<file path="src/rtl/pack_pkg.sv">
package pack_pkg;
  typedef enum logic [1:0] {
    PK_IDLE  = 2'd0,
    PK_COUNT = 2'd1,
    PK_BCAST = 2'd2,
    PK_SCAT  = 2'd3
  } pk_state_e;
endpackage

</file>
<file path="src/rtl/pack_prefix.sv">
// Inclusive running count of set bits, one count per position.
module pack_prefix #(
  parameter int N  = 8,
  parameter int CW = 4
) (
  input  logic [N-1:0]    bits_i,
  output logic [N*CW-1:0] incl_o
);
  logic [CW-1:0] cnt [N];

  for (genvar g = 0; g < N; g++) begin : g_chain
    if (g == 0) begin : g_first
      assign cnt[g] = CW'(bits_i[g]);
    end else begin : g_rest
      assign cnt[g] = cnt[g-1] + CW'(bits_i[g]);
    end
    assign incl_o[g*CW +: CW] = cnt[g];
  end
endmodule

</file>
<file path="src/rtl/pack_dest.sv">
// Turns 1-based running counts into 0-based output slot indices.
module pack_dest #(
  parameter int N  = 8,
  parameter int CW = 4,
  parameter int IW = 3
) (
  input  logic [N-1:0]    flag_i,
  input  logic [N*CW-1:0] cnt_set_i,
  input  logic [N*CW-1:0] cnt_clr_i,
  input  logic [CW-1:0]   total_i,
  output logic [N*IW-1:0] slot_o
);
  logic [CW-1:0] pos_v;

  always_comb begin
    slot_o = '0;
    pos_v  = '0;
    for (int i = 0; i < N; i++) begin
      if (flag_i[i]) begin
        pos_v = cnt_set_i[i*CW +: CW] - CW'(1);
      end else begin
        pos_v = total_i + cnt_clr_i[i*CW +: CW] - CW'(1);
      end
      slot_o[i*IW +: IW] = pos_v[IW-1:0];
    end
  end
endmodule

</file>
<file path="src/rtl/pack_scatter.sv">
// Moves each element to its computed slot in one step.
module pack_scatter #(
  parameter int N  = 8,
  parameter int W  = 8,
  parameter int IW = 3
) (
  input  logic [N*W-1:0]  elem_i,
  input  logic [N*IW-1:0] slot_i,
  output logic [N*W-1:0]  elem_o
);
  always_comb begin
    elem_o = '0;
    for (int i = 0; i < N; i++) begin
      elem_o[int'(slot_i[i*IW +: IW])*W +: W] = elem_i[i*W +: W];
    end
  end
endmodule

</file>
<file path="src/rtl/pack_ctrl.sv">
// Sequencer: capture, count, register the total, scatter.
module pack_ctrl
  import pack_pkg::*;
(
  input  logic      clk,
  input  logic      rst_n,
  input  logic      start_i,
  output logic      ld_in_o,
  output logic      ld_cnt_o,
  output logic      ld_tot_o,
  output logic      ld_out_o,
  output pk_state_e state_o
);
  pk_state_e st_q, st_d;

  always_comb begin
    st_d = st_q;
    case (st_q)
      PK_IDLE:  if (start_i) st_d = PK_COUNT;
      PK_COUNT: st_d = PK_BCAST;
      PK_BCAST: st_d = PK_SCAT;
      PK_SCAT:  st_d = PK_IDLE;
      default:  st_d = PK_IDLE;
    endcase
  end

  always_ff @(posedge clk or negedge rst_n) begin
    if (!rst_n) st_q <= PK_IDLE;
    else        st_q <= st_d;
  end

  assign ld_in_o  = (st_q == PK_IDLE) && start_i;
  assign ld_cnt_o = (st_q == PK_COUNT);
  assign ld_tot_o = (st_q == PK_BCAST);
  assign ld_out_o = (st_q == PK_SCAT);
  assign state_o  = st_q;
endmodule

</file>
<file path="src/rtl/pack_unit.sv">
module pack_unit
  import pack_pkg::*;
#(
  parameter int N = 8,
  parameter int W = 8,
  localparam int CW = $clog2(N + 1),
  localparam int IW = (N > 1) ? $clog2(N) : 1
) (
  input  logic             clk,
  input  logic             rst_n,
  input  logic             start,
  input  logic [N*W-1:0]   data_in,
  input  logic [N-1:0]     mark_in,
  output logic [N*W-1:0]   packed_out,
  output logic [CW-1:0]    marked_count,
  output logic             done
);
  logic      ld_in, ld_cnt, ld_tot, ld_out;
  pk_state_e state;

  logic [N*W-1:0]  data_q;
  logic [N-1:0]    mark_q;
  logic [N*CW-1:0] cset_d, cclr_d, cset_q, cclr_q;
  logic [CW-1:0]   tot_q;
  logic [N*IW-1:0] slot_d;
  logic [N*W-1:0]  pack_d, pack_q;
  logic [CW-1:0]   cnt_q;
  logic            done_q;

  pack_ctrl u_ctrl (
    .clk     (clk),
    .rst_n   (rst_n),
    .start_i (start),
    .ld_in_o (ld_in),
    .ld_cnt_o(ld_cnt),
    .ld_tot_o(ld_tot),
    .ld_out_o(ld_out),
    .state_o (state)
  );

  pack_prefix #(.N(N), .CW(CW)) u_pre_set (.bits_i(mark_q),  .incl_o(cset_d));
  pack_prefix #(.N(N), .CW(CW)) u_pre_clr (.bits_i(~mark_q), .incl_o(cclr_d));

  pack_dest #(.N(N), .CW(CW), .IW(IW)) u_dest (
    .flag_i   (mark_q),
    .cnt_set_i(cset_q),
    .cnt_clr_i(cclr_q),
    .total_i  (tot_q),
    .slot_o   (slot_d)
  );

  pack_scatter #(.N(N), .W(W), .IW(IW)) u_scat (
    .elem_i(data_q),
    .slot_i(slot_d),
    .elem_o(pack_d)
  );

  always_ff @(posedge clk or negedge rst_n) begin
    if (!rst_n) begin
      data_q <= '0;
      mark_q <= '0;
    end else if (ld_in) begin
      data_q <= data_in;
      mark_q <= mark_in;
    end
  end

  always_ff @(posedge clk or negedge rst_n) begin
    if (!rst_n) begin
      cset_q <= '0;
      cclr_q <= '0;
    end else if (ld_cnt) begin
      cset_q <= cset_d;
      cclr_q <= cclr_d;
    end
  end

  always_ff @(posedge clk or negedge rst_n) begin
    if (!rst_n)      tot_q <= '0;
    else if (ld_tot) tot_q <= cset_q[(N-1)*CW +: CW];
  end

  always_ff @(posedge clk or negedge rst_n) begin
    if (!rst_n) begin
      pack_q <= '0;
      cnt_q  <= '0;
    end else if (ld_out) begin
      pack_q <= pack_d;
      cnt_q  <= tot_q;
    end
  end

  always_ff @(posedge clk or negedge rst_n) begin
    if (!rst_n) done_q <= 1'b0;
    else        done_q <= ld_out;
  end

  assign packed_out   = pack_q;
  assign marked_count = cnt_q;
  assign done         = done_q;
endmodule

</file>
<file path="config.mk">
export PLATFORM = sky130hd
export DESIGN_NAME = pack_unit
export DESIGN_NICKNAME = d
export VERILOG_FILES = /design/src/rtl/pack_pkg.sv /design/src/rtl/pack_prefix.sv /design/src/rtl/pack_dest.sv /design/src/rtl/pack_scatter.sv /design/src/rtl/pack_ctrl.sv /design/src/rtl/pack_unit.sv
export SDC_FILE = /design/constraint.sdc
export NUM_CORES = 1
export LEC_CHECK = 0
export ABC_AREA = 1
export BUFFER_PORTS_ARGS = -buffer_cell sky130_fd_sc_hd__clkbuf_2
export CORE_MARGIN = 3
export CORE_UTILIZATION = 25
export DETAILED_ROUTE_END_ITERATION = 16
export GPL_ROUTABILITY_DRIVEN = 1
export PLACE_DENSITY = 0.37
export SETUP_SLACK_MARGIN = 0.5
export SYNTH_ARGS = -nofsm -noshare
export SYNTH_HDL_FRONTEND = slang
export SYNTH_SLANG_ARGS = --single-unit
</file>
<file path="constraint.sdc">
create_clock -name clk -period 4 [get_ports clk]
set_input_delay 0.4 -clock clk [delete_from_list [all_inputs] [get_ports clk]]
set_output_delay 0.4 -clock clk [all_outputs]
set_load 0.01 [all_outputs]
</file>
==> results of run 1 <==
==> per-layer routing <==
| layer | share of wire | vias to the layer above |
|---|---|---|
| met1 | 0.47 | 8866 |
| met4 | 0.019 | 0 |
| met5 | 0 | - |
| met3 | 0.036 | 65 |
| met2 | 0.47 | 418 |
| li1 | - | 9263 |
==> state kept, by name (all words and copies together), names as in the netlist <==
register and cells:
marked_count 4, cset_q 21, packed_out 64, tot_q 4
data_q 64, cclr_q 21, done 1, mark_q 8
u_ctrl.state_o 2
==> final timing paths <==
path / from / end / slack, ns
setup / recovery: tot_q[0] / packed_out[46] / 0.63
hold / removal: data_in[11] / data_q[11] / 0.13
setup reg to reg: tot_q[0] / packed_out[46] / 0.63
hold reg to reg: packed_out[29] / packed_out[29] / 0.48
max in group asynchronous: rst_n / packed_out[51] / 2.37
min in group asynchronous: rst_n / data_q[41] / 0.51
==> cells in the final DEF (no fill, tap or decap), drive strengths merged, types with 2 or more instances in the layout <==
| cell | netlist | layout |
|---|---|---|
| nand3b | 2 | 2 |
| xnor2 | 14 | 14 |
| nor4 | 3 | 3 |
| clkinv | 34 | 38 |
| buf | 54 | 85 |
| nand4 | 39 | 39 |
| nand3 | 227 | 229 |
| o21ai | 275 | 275 |
| nor3 | 60 | 60 |
| clkbuf | 62 | 161 |
| dfrtp | 189 | 189 |
| o211ai | 21 | 21 |
| nand2 | 1005 | 1005 |
| o21bai | 2 | 2 |
| nor2 | 201 | 201 |
| inv | 495 | 497 |
| fa | 3 | 3 |
| or2 | 4 | 4 |
| xor2 | 12 | 12 |
| clkinvlp | 0 | 9 |
| ha | 92 | 92 |
| a21oi | 100 | 100 |
==> worst reg2reg max path, cell delays in order (launching register included) <==
cell                         delay (ns)
sky130_fd_sc_hd__dfrtp_1           0.34
sky130_fd_sc_hd__inv_2             0.06
sky130_fd_sc_hd__ha_1              0.31
sky130_fd_sc_hd__nand2_2           0.08
sky130_fd_sc_hd__nand2_4           0.23
sky130_fd_sc_hd__inv_2             0.14
sky130_fd_sc_hd__ha_2              0.45
sky130_fd_sc_hd__clkinvlp_2        0.34
sky130_fd_sc_hd__nor3_1            0.32
sky130_fd_sc_hd__inv_1             0.06
sky130_fd_sc_hd__nor2_1            0.12
sky130_fd_sc_hd__nand2_1           0.08
sky130_fd_sc_hd__o211ai_1          0.09
sky130_fd_sc_hd__nand2_1           0.11
sky130_fd_sc_hd__nand2_1           0.09
sky130_fd_sc_hd__nand2_1           0.06
sky130_fd_sc_hd__nand2_1           0.11
sky130_fd_sc_hd__nand2_1           0.07
sky130_fd_sc_hd__nand2_1           0.10
sky130_fd_sc_hd__nand2_1           0.07
sky130_fd_sc_hd__nand2_1           0.06
==> through the flow <==
stage          utilization  instance area, µm²  hold WS [ns]
2_1_floorplan            -               17510        0.1044
3_3_place_gp        0.2792               19250        0.4634
3_5_place_dp        0.2792               19250        0.4651
4_1_cts             0.2902               20010       0.09741
5_1_grt             0.2991               20620        0.1149
6_report            0.2991               20620        0.1347
==> what timing repair did <==
action / CTS / global route
hold buffers: 1 / 0
endpoints found under the setup margin: 67 / 67
endpoints found under the hold margin: 10 / 0
resized for setup: 29 / 89
pin swaps: 2 / 17
cloned: 1 / 3
setup buffers: 5 / 27
==> cell type report <==
cell class,instances,share of cell area
Inverter,529,0.09810
Timing Repair inverter,2,0.0004853
Clock buffer,18,0.02129
Timing Repair Buffer,229,0.06928
Multi-Input combinational cell,2066,0.5190
Tap cell,931,0.05648
Sequential cell,189,0.2293
Clock inverter,13,0.006006
==> logic make-up after synthesis <==
family / after synthesis / share of synthesized area
compound gates: 400 / 0.1229
flops: 189 / 0.2701
fa+ha+maj: 95 / 0.06916
buf+inv: 645 / 0.1455
simple gates: 1542 / 0.3788
xor+xnor: 26 / 0.01300
mux: 1 / 0.0006430
==> metrics.log, run 1 <==
[metrics] cells after synthesis: 2898
[metrics] max-cap check violation count: 0
[metrics] number of global-route vias before repair: 18280
[metrics] drt total wl: 75350 µm
[metrics] final routed wire length divided by cell count: 18.95 µm
[metrics] Layout Cells excl Fill: 3977
[metrics] top cells by count, synth: 983 x sky130_fd_sc_hd__nand2_1, 460 x sky130_fd_sc_hd__inv_1, 209 x sky130_fd_sc_hd__o21ai_0
[metrics] Layout area overhead: 17.78%
[metrics] global routing met3 resource utilization: 0.02226
[metrics] highest-delay cell along the critical path: sky130_fd_sc_hd__ha_2
[metrics] hold depth: 2
[metrics] post-synthesis net count: 3068
[metrics] pre-CTS setup slack: 0.2078 ns
[metrics] cell breakdown of the critical path: inv_2 -> ha_1 -> nand2_2 -> nand2_4 -> inv_2 -> ha_2 -> clkinvlp_2 -> nor3_1 -> inv_1 -> nor2_1 -> nand2_1 -> o211ai_1 -> nand2_1 -> nand2_1 -> nand2_1 -> nand2_1 -> nand2_1 -> nand2_1 -> nand2_1 -> nand2_1
[metrics] worst min-delay path category: in -> reg
[metrics] critical path's largest stage delay: 0.45 ns
[metrics] initial cell density of the core: 0.2540
[metrics] number of design-rule violations left by the first detailed-router iteration: 1795
[metrics] ratio of routed vias to standard cells: 4.680
[metrics] yosys warns: 0
[metrics] maximum operating frequency: 0.2966 GHz
[metrics] cell types occupying the most area after synthesis: sky130_fd_sc_hd__dfrtp_1 27%, sky130_fd_sc_hd__nand2_1 21%, sky130_fd_sc_hd__inv_1 9.9%, sky130_fd_sc_hd__ha_1 6.6%, sky130_fd_sc_hd__o21ai_0 6.0%
[metrics] Remaining DRCs: 0
[metrics] slack of the critical path: 0.6288 ns
[metrics] top cell type's share of synthesized area: 0.2701
[metrics] combined buffer and inverter count along the critical path: 4
[metrics] floorplan die area: 73260 µm²
[metrics] number of cells on the worst reg-to-reg path: 20
[metrics] worst max-slew margin expressed relative to the limit: 0.3775
[metrics] maximum level of the CTS H-tree: 4
[metrics] arrival time of data at the critical path endpoint: 3.79 ns
[metrics] number of clock sinks: 189
[metrics] final hold violation count: 0
[metrics] top-count cell post-synth: sky130_fd_sc_hd__nand2_1
[metrics] most frequently used flop master after synthesis: sky130_fd_sc_hd__dfrtp_1
[metrics] fill cell count: 7869
[metrics] met2 track utilization from global routing: 0.3383
[metrics] area occupied by multi-input gates: 10710 µm²
[metrics] count of final setup violators: 0
[metrics] TritonCTS clock tree: yes
[metrics] insertion delay of the later-clocked pin in the worst-skew pair: 0.50 ns
[metrics] cell family contributing the most delay on the critical path: simple AND/OR/NAND/NOR gates
[metrics] average size of a mapped cell: 6.043 µm²
[metrics] startpoint-to-endpoint class of the critical path: reg -> reg
[metrics] actual transition at the worst max-transition pin: 0.9324 ns
[metrics] CP Data Required Time: 4.42 ns
[metrics] pin count of the biggest net entering global routing: 85
[metrics] share of post-route cells with drive strength above 1: 0.1507
[metrics] CTS Root Cell: sky130_fd_sc_hd__clkbuf_16
[metrics] type of element capturing the critical path: register
[metrics] Crit path depth: 20
[metrics] post-route clock skew: 0.03066 ns
[metrics] total negative slack for setup checks: 0 ns
[metrics] height of the die: 270.7 µm
[metrics] number of buffers inserted during clock tree synthesis: 17
[metrics] number of placed cells counting well taps: 3909
[metrics] number of buffers added on ports: 143
[metrics] count of distinct cell types in the synthesized netlist: 48
[metrics] share of flip-flops with an asynchronous set or reset after synthesis: 1.000
[metrics] number of antenna violations at the first check in global routing: 1
[metrics] result of the run: finished, final reports clean
[metrics] number of buffers on the longest clock path: 2
[metrics] residual antenna-violating net count after detailed routing: 0
[metrics] maximum fanout encountered on the critical timing path: 19
[metrics] final net count: 3204
[metrics] GRT met1 Usage: 0.2811
[metrics] Final Max Slew Viols: 0
[metrics] GR peak layer: met2
[metrics] final weighted congestion of routability-driven global placement: 0.8777
[metrics] vias after detailed routing: 18610
[metrics] Pre-Repair DR Iteration Count: 5
[metrics] combined flip-flop and latch cell area: 4730 µm²
[metrics] count of state elements after synthesis: 189
[metrics] RSZ-0062 raised after global routing: yes
[metrics] half-perimeter wire length after detailed placement: 59440 µm
[metrics] sort of element at the start of the critical path: register
[metrics] number of enable-type register cells in the synthesized netlist: 0
[metrics] post-synthesis sequential area ratio: 0.2701
[metrics] post-synth top area cell: sky130_fd_sc_hd__dfrtp_1
[metrics] minimum period implied by the final worst setup slack: 3.371 ns
[metrics] standard-cell rows: 96
[metrics] top-level I/O count: 144
[metrics] clock input transition at the sequential cells of the worst setup and hold paths: 0.08 ns
[metrics] overflow left after global routing: 0
[metrics] core area: 68950 µm²
[metrics] Netlist Area Pre-Place: 17510 µm²
[metrics] final worst-path cycle share: 0.8428
[metrics] ant diodes: 0
[metrics] wire length of the first global-routing pass: 112600 µm
[metrics] cell mode on critical path: sky130_fd_sc_hd__nand2_1
[metrics] total global routing track utilization: 0.2035
[metrics] floorplan die width: 270.7 µm
Power of run 1 is not shown: default switching activity piles up to over one toggle a cycle in this logic, so the estimate is an artifact.
==> inputs of run 2 (changes only) <==
Clock period 4 ns to 3.15 ns, I/O delays scaled along.
==> run 2 against run 1 <==
  * Non-clock buffer count up 137
  * Register-to-register slack worse by 0.60 ns
  * Core utilization up 4.2 points
  * Flip-flop and latch count unchanged
  * Clock skew down 0.0086 ns
  * Global-route usage up 1.0 points
  * Clock-buffer cell count down 1
  * Largest cell class unchanged
==> metrics.log, run 2 (same netlist as run 1, synthesis figures left out) <==
[metrics] number of cells on the worst reg-to-reg path: 22 (+10%)
[metrics] share of post-route cells with drive strength above 1: 0.2689 (+0.1182)
[metrics] residual antenna-violating net count after detailed routing: 0 (unchanged)
[metrics] number of buffers inserted during clock tree synthesis: 17 (unchanged)
[metrics] minimum period implied by the final worst setup slack: 3.117 ns (-0.2538 ns)
[metrics] TritonCTS clock tree: yes
[metrics] standard-cell rows: 96 (unchanged)
[metrics] floorplan die area: 73260 µm² (unchanged)
[metrics] vias after detailed routing: 19190 (+3.1%)
[metrics] number of global-route vias before repair: 19170 (+4.9%)
[metrics] post-route clock skew: 0.02209 ns (-0.008575 ns)
[metrics] fill cell count: 7697 (-2.2%)
[metrics] hold path start: data_in[11]
[metrics] CTS Root Cell: sky130_fd_sc_hd__clkbuf_16
[metrics] Remaining DRCs: 0 (unchanged)
[metrics] pin count of the biggest net entering global routing: 66 (-22%)
[metrics] Final Max Slew Viols: 0 (unchanged)
[metrics] number of clock sinks: 189 (unchanged)
[metrics] sort of element at the start of the critical path: register
[metrics] top-level I/O count: 144 (unchanged)
[metrics] maximum operating frequency: 0.3208 GHz (+8.1%)
[metrics] cell mode on critical path: sky130_fd_sc_hd__nand2_1
[metrics] maximum level of the CTS H-tree: 4 (unchanged)
[metrics] final weighted congestion of routability-driven global placement: 0.9270 (+5.6%)
[metrics] Layout area overhead: 34.38%
[metrics] height of the die: 270.7 µm (unchanged)
[metrics] maximum fanout encountered on the critical timing path: 10 (-9)
[metrics] total global routing track utilization: 0.2138 (+0.01033)
[metrics] max-cap check violation count: 0 (unchanged)
[metrics] worst max-slew margin expressed relative to the limit: 0.4454 (+0.06794)
[metrics] RSZ-0062 raised after global routing: yes
[metrics] number of design-rule violations left by the first detailed-router iteration: 1587 (-12%)
[metrics] combined buffer and inverter count along the critical path: 5 (+1)
[metrics] number of buffers on the longest clock path: 2 (unchanged)
[metrics] final routed wire length divided by cell count: 19.17 µm (+1.2%)
[metrics] register-to-register setup slack: 0.03 ns (-0.60 ns)
[metrics] total negative slack for setup checks: 0 ns (unchanged)
[metrics] final net count: 3344 (+4.4%)
[metrics] number of buffers added on ports: 143 (unchanged)
[metrics] clock input transition at the sequential cells of the worst setup and hold paths: 0.09 ns (about the same)
[metrics] leading cell type in the layout, fill and taps excluded: sky130_fd_sc_hd__nand2_1
[metrics] Pre-Repair DR Iteration Count: 6 (+1)
[metrics] launch point of the worst reg-to-reg path: tot_q[1]
[metrics] highest-delay cell along the critical path: sky130_fd_sc_hd__dfrtp_1
[metrics] count of final setup violators: 0 (unchanged)
[metrics] insertion delay of the later-clocked pin in the worst-skew pair: 0.51 ns (about the same)
[metrics] core area: 68950 µm² (unchanged)
[metrics] critical path's largest stage delay: 0.38 ns (-0.07 ns)
[metrics] final hold violation count: 0 (unchanged)
[metrics] number of antenna violations at the first check in global routing: 0 (-1)
[metrics] CP Data Required Time: 3.56 ns (-0.86 ns)
[metrics] half-perimeter wire length after detailed placement: 62470 µm (+5.1%)
[metrics] initial cell density of the core: 0.2540 (unchanged)
[metrics] overflow left after global routing: 0 (unchanged)
[metrics] type of element capturing the critical path: register
[metrics] arrival time of data at the critical path endpoint: 3.53 ns (-0.26 ns)
[metrics] hold depth: 2 (unchanged)
[metrics] cell breakdown of the critical path: inv_4 -> ha_4 -> inv_2 -> ha_4 -> nand2_1 -> inv_1 -> nor2_1 -> nand2_1 -> nand3_2 -> nand2_4 -> ha_4 -> clkinvlp_4 -> nand3_2 -> buf_8 -> nand3b_1 -> nand3_1 -> nand2_1 -> nand2_1 -> nand2_1 -> nand2_1 -> nand2_1 -> nand2_1
[metrics] worst reg2reg path endpoint: packed_out[49]
[metrics] drt total wl: 78960 µm (+4.8%)
[metrics] floorplan die width: 270.7 µm (unchanged)
[metrics] actual transition at the worst max-transition pin: 0.8309 ns (-0.1015 ns)
[metrics] startpoint-to-endpoint class of the critical path: reg -> reg
[metrics] cell family contributing the most delay on the critical path: simple AND/OR/NAND/NOR gates
[metrics] final worst-path cycle share: 0.9896 (+0.1468)
[metrics] result of the run: finished, final reports clean
[metrics] most frequent cells in the layout: 858 x sky130_fd_sc_hd__nand2_1, 423 x sky130_fd_sc_hd__inv_1, 189 x sky130_fd_sc_hd__dfrtp_1, 170 x sky130_fd_sc_hd__nand3_1, 168 x sky130_fd_sc_hd__nor2_1
[metrics] wire length of the first global-routing pass: 118200 µm (+5.0%)
[metrics] ratio of routed vias to standard cells: 4.659 (-0.45%)
[metrics] worst min-delay path category: in -> reg
[metrics] Endpoint, Worst Hold: data_q[11]
run 2: cell types whose count changed in the layout (fill, tap and decap cells not counted), sizes merged:
cell,delta
clkinvlp,-4
diode,+1
clkinv,+3
nand3,-1
bufinv,+1
nand2,+6
clkbuf,-1
buf,+137
run 2: per-layer routing:
layer / GRT usage / routed length [µm] / share of wire
met1: 0.2875 / 36160 / 0.46
met2: 0.3522 / 37010 / 0.47
met3: 0.03982 / 3909 / 0.050
met4: 0.05494 / 1891 / 0.024
met5: 0 / 0 / 0
run 2: per-stage QoR:
| stage | hold WS, ns | instances | area, µm² | setup WS, ns | utilization |
|---|---|---|---|---|---|
| finish | 0.04093 | 4119 | 23530 | 0.03264 | 0.3413 |
| detailed placement | 0.3744 | 4034 | 20830 | -0.1338 | 0.3021 |
| global placement | 0.3640 | 4034 | 20830 | -0.08374 | 0.3021 |
| CTS | 0.001424 | 4099 | 22670 | 0.05178 | 0.3288 |
| floorplan | 0.01941 | 2898 | 18020 | 0.1060 | - |
| global route | 0.02123 | 4118 | 23530 | -0.1002 | 0.3413 |
run 2: worst max-delay path by stage:
stage               from             end  slack [ns]  depth (start not counted)
2_1_floorplan  mark_q[0]      cset_q[31]        0.11                         12
6_report        tot_q[1]  packed_out[49]        0.03                         22
3_3_place_gp    tot_q[1]  packed_out[41]       -0.08                         21
5_1_grt         tot_q[1]  packed_out[39]       -0.10                         22
4_1_cts        mark_q[2]      cset_q[30]        0.05                         11
3_5_place_dp    tot_q[1]  packed_out[41]       -0.13                         23
run 2: timing repair:
item,4_1_cts,5_1_grt
gates cloned,9,1
hold buffers,1,0
buffers inserted,23,18
hold endpoints to repair,53,0
resized for setup,265,171
endpoints found under the setup margin,79,79
pin swaps,91,55
run 2: cell type report:
class,instances,area [µm²],area share
diodes,1,2.502,0.0001063
clock buffers,17,425.4,0.01808
clock inverters,15,211.5,0.008986
inverters,529,2032,0.08635
multi-input cells,2071,12090,0.5136
flip-flops and latches,189,4730,0.2010
well taps,931,1165,0.04950
repair buffers,366,2882,0.1224
Power of run 2 is left out for the same reason.
==> inputs of run 3 (changes only) <==
Settings changed: CAP_MARGIN set to 20, SYNTH_HIERARCHICAL set to 1.
==> run 3 against run 2 <==
  * The run now ends with negative setup slack left
  * Setup slack got worse by 0.12 ns
  * Final cell count grew 3.2%
  * Clock skew is 0.016 ns higher
  * Clock-buffer cell count up 1
==> metrics.log, run 3 <==
[metrics] area after detailed placement: 20910 µm² (+0.42%)
[metrics] worst min-delay path category: in -> reg
[metrics] maximum level of the CTS H-tree: 4 (unchanged)
[metrics] floorplan die width: 269.7 µm (-0.37%)
[metrics] RSZ-0062 raised after global routing: yes
[metrics] Final Max Slew Viols: 0 (unchanged)
[metrics] count of final setup violators: 29 (+29)
[metrics] worst max-slew margin expressed relative to the limit: 0.3671 (-0.07837)
[metrics] final net count: 3460 (+3.5%)
[metrics] Remaining DRCs: 0 (unchanged)
[metrics] overflow left after global routing: 0 (unchanged)
[metrics] number of global-route vias before repair: 19320 (+0.74%)
[metrics] register-to-register setup slack: -0.09 ns (-0.12 ns)
[metrics] actual transition at the worst max-transition pin: 0.9494 ns (+0.1185 ns)
[metrics] vias after detailed routing: 19820 (+3.3%)
[metrics] post-route clock skew: 0.03775 ns (+0.01567 ns)
[metrics] crit path from: tot_q[1]
[metrics] CTS Root Cell: sky130_fd_sc_hd__clkbuf_16
[metrics] final weighted congestion of routability-driven global placement: 0.9533 (+2.8%)
[metrics] Pre-Repair DR Iteration Count: 5 (-1)
[metrics] Netlist Area Pre-Place: 17380 µm² (-0.76%)
[metrics] startpoint-to-endpoint class of the critical path: reg -> reg
[metrics] failing checks: negative setup slack
[metrics] sort of element at the start of the critical path: register
[metrics] cells after synthesis: 2898 (unchanged)
[metrics] arrival time of data at the critical path endpoint: 3.69 ns (+0.16 ns)
[metrics] top-level I/O count: 144 (unchanged)
[metrics] maximum fanout encountered on the critical timing path: 6 (-4)
[metrics] average size of a mapped cell: 5.997 µm² (-0.76%)
[metrics] share of post-route cells with drive strength above 1: 0.3281 (+0.05921)
[metrics] minimum period implied by the final worst setup slack: 3.240 ns (+0.1227 ns)
[metrics] final hold violation count: 0 (unchanged)
[metrics] number of buffers added on ports: 143 (unchanged)
[metrics] final worst-path cycle share: 1.029 (+0.03895)
[metrics] ant diodes: 0 (-1)
[metrics] launch point of the worst reg-to-reg path: tot_q[1]
[metrics] number of placed cells counting well taps: 4072 (+0.94%)
[metrics] most frequent cells in the layout: 1180 x sky130_fd_sc_hd__nand2_1, 259 x sky130_fd_sc_hd__inv_1, 215 x sky130_fd_sc_hd__buf_4, 193 x sky130_fd_sc_hd__dfrtp_1, 174 x sky130_fd_sc_hd__nand2_2
[metrics] slack of the critical path: -0.09007 ns (-0.1227 ns)
[metrics] result of the run: finished with violations
[metrics] TritonCTS clock tree: yes
[metrics] number of antenna violations at the first check in global routing: 1 (+1)
[metrics] number of buffers on the longest clock path: 2 (unchanged)
[metrics] number of design-rule violations left by the first detailed-router iteration: 1447 (-8.8%)
[metrics] ratio of routed vias to standard cells: 4.663 (about the same)
[metrics] worst reg2reg path endpoint: packed_out[9]
[metrics] Critical path destination: packed_out[9]
[metrics] total negative slack for setup checks: -1.249 ns (-1.249 ns)
[metrics] pre-CTS setup slack: -0.3893 ns (-0.2555 ns)
[metrics] yosys warns: 6 (+6)
[metrics] wire length of the first global-routing pass: 116200 µm (-1.7%)
[metrics] floorplan die area: 72720 µm² (-0.74%)
[metrics] insertion delay of the later-clocked pin in the worst-skew pair: 0.52 ns (about the same)
[metrics] drt total wl: 77540 µm (-1.8%)
[metrics] Layout area overhead: 44.24%
[metrics] total global routing track utilization: 0.2091 (-0.004757)
[metrics] half-perimeter wire length after detailed placement: 59880 µm (-4.1%)
[metrics] residual antenna-violating net count after detailed routing: 0 (unchanged)
[metrics] combined flip-flop and latch cell area: 4908 µm² (+3.8%)
[metrics] core area: 68710 µm² (-0.35%)
[metrics] area occupied by multi-input gates: 12750 µm² (+5.5%)
[metrics] pin count of the biggest net entering global routing: 75 (+14%)
[metrics] fill cell count: 7538 (-2.1%)
[metrics] clock input transition at the sequential cells of the worst setup and hold paths: 0.09 ns (about the same)
[metrics] Layout Cells excl Fill: 4250 (+3.2%)
[metrics] type of element capturing the critical path: register
[metrics] height of the die: 269.7 µm (-0.37%)
[metrics] final routed wire length divided by cell count: 18.24 µm (-4.8%)
[metrics] leading cell type in the layout, fill and taps excluded: sky130_fd_sc_hd__nand2_1
[metrics] initial cell density of the core: 0.2530 (-0.001042)
[metrics] total non-filler cell area in the finished layout: 25070 µm² (+6.5%)
[metrics] maximum operating frequency: 0.3086 GHz (-3.8%)
[metrics] max-cap check violation count: 0 (unchanged)
[metrics] standard-cell rows: 96 (unchanged)
[metrics] number of cells on the worst reg-to-reg path: 24 (+9.1%)
[metrics] CP Data Required Time: 3.60 ns (+0.04 ns)
[metrics] number of buffers inserted during clock tree synthesis: 17 (unchanged)
[metrics] number of clock sinks: 196 (+3.7%)
[run 3: changes by cell type in the layout (fill, tap and decap cells not counted), moves of 50 or more]
cell	change
sky130_fd_sc_hd__nand2_2	+50
sky130_fd_sc_hd__inv_1	-164
sky130_fd_sc_hd__nand3_1	-57
sky130_fd_sc_hd__buf_4	+57
sky130_fd_sc_hd__dlygate4sd3_1	+63
sky130_fd_sc_hd__nor2_1	-100
sky130_fd_sc_hd__o21ai_0	-95
sky130_fd_sc_hd__nand2_1	+322
[run 3: cell type report]
type | instances | area share
repair buffers | 499 | 0.1664
flip-flops and latches | 196 | 0.1958
well taps | 931 | 0.04647
clock inverters | 14 | 0.007587
repair inverters | 1 | 0.0002995
multi-input cells | 2233 | 0.5088
clock buffers | 18 | 0.01752
inverters | 358 | 0.05720
[run 3: timing repair]
action / CTS / global route
gates cloned: 4 / 5
pin swaps: 135 / 234
endpoints found under the setup margin: 73 / 76
setup buffers: 30 / 43
hold buffers: 64 / 0
hold endpoints to repair: 133 / 0
resized for setup: 244 / 385
[run 3: critical path, cell delays in order, from the launching register on]
cell,delay (ns)
sky130_fd_sc_hd__dfrtp_1,0.40
sky130_fd_sc_hd__inv_4,0.08
sky130_fd_sc_hd__ha_4,0.26
sky130_fd_sc_hd__inv_2,0.04
sky130_fd_sc_hd__ha_4,0.26
sky130_fd_sc_hd__nand2_4,0.05
sky130_fd_sc_hd__o21ai_4,0.09
sky130_fd_sc_hd__inv_2,0.08
sky130_fd_sc_hd__ha_4,0.17
sky130_fd_sc_hd__ha_4,0.29
sky130_fd_sc_hd__inv_4,0.04
sky130_fd_sc_hd__buf_6,0.13
sky130_fd_sc_hd__nor2_4,0.21
sky130_fd_sc_hd__clkinvlp_4,0.20
sky130_fd_sc_hd__o21ai_2,0.08
sky130_fd_sc_hd__o211ai_1,0.12
sky130_fd_sc_hd__nand2_1,0.10
sky130_fd_sc_hd__nand2_1,0.07
sky130_fd_sc_hd__nand2_2,0.08
sky130_fd_sc_hd__nand2_2,0.05
sky130_fd_sc_hd__nand2_2,0.07
sky130_fd_sc_hd__nand2_2,0.06
sky130_fd_sc_hd__nand2_2,0.06
sky130_fd_sc_hd__nand2_1,0.05
sky130_fd_sc_hd__nand2_1,0.11
[run 3: per-stage QoR]
step / util / hold slack (ns)
global route: 0.3649 / 0.02620
floorplan: - / 0.01941
global placement: 0.3044 / 0.4557
detailed placement: 0.3044 / 0.4573
finish: 0.3649 / 0.03289
CTS: 0.3399 / 0.003175
[run 3: worst min-delay path by stage]
stage | from | end | slack (ns) | depth (start not counted)
6_report | data_in[21] | data_q[21] | 0.03 | 3
5_1_grt | data_in[21] | data_q[21] | 0.03 | 3
4_1_cts | data_in[58] | data_q[58] | 0.003 | 3
3_5_place_dp | packed_out[57] | packed_out[57] | 0.46 | 2
3_3_place_gp | cclr_q[16] | cclr_q[16] | 0.46 | 2
2_1_floorplan | rst_n | cclr_q[0] | 0.02 | 0
[run 3: layer usage]
metal / global-route usage / vias to the layer above / part of all wire
met2: 0.3572 / 420 / 0.48
met1: 0.2848 / 9464 / 0.47
met5: 0 / - / 0
met3: 0.02296 / 57 / 0.039
met4: 0.04339 / 0 / 0.015
li1: - / 9878 / -
Power of run 3 is left out for the same reason.
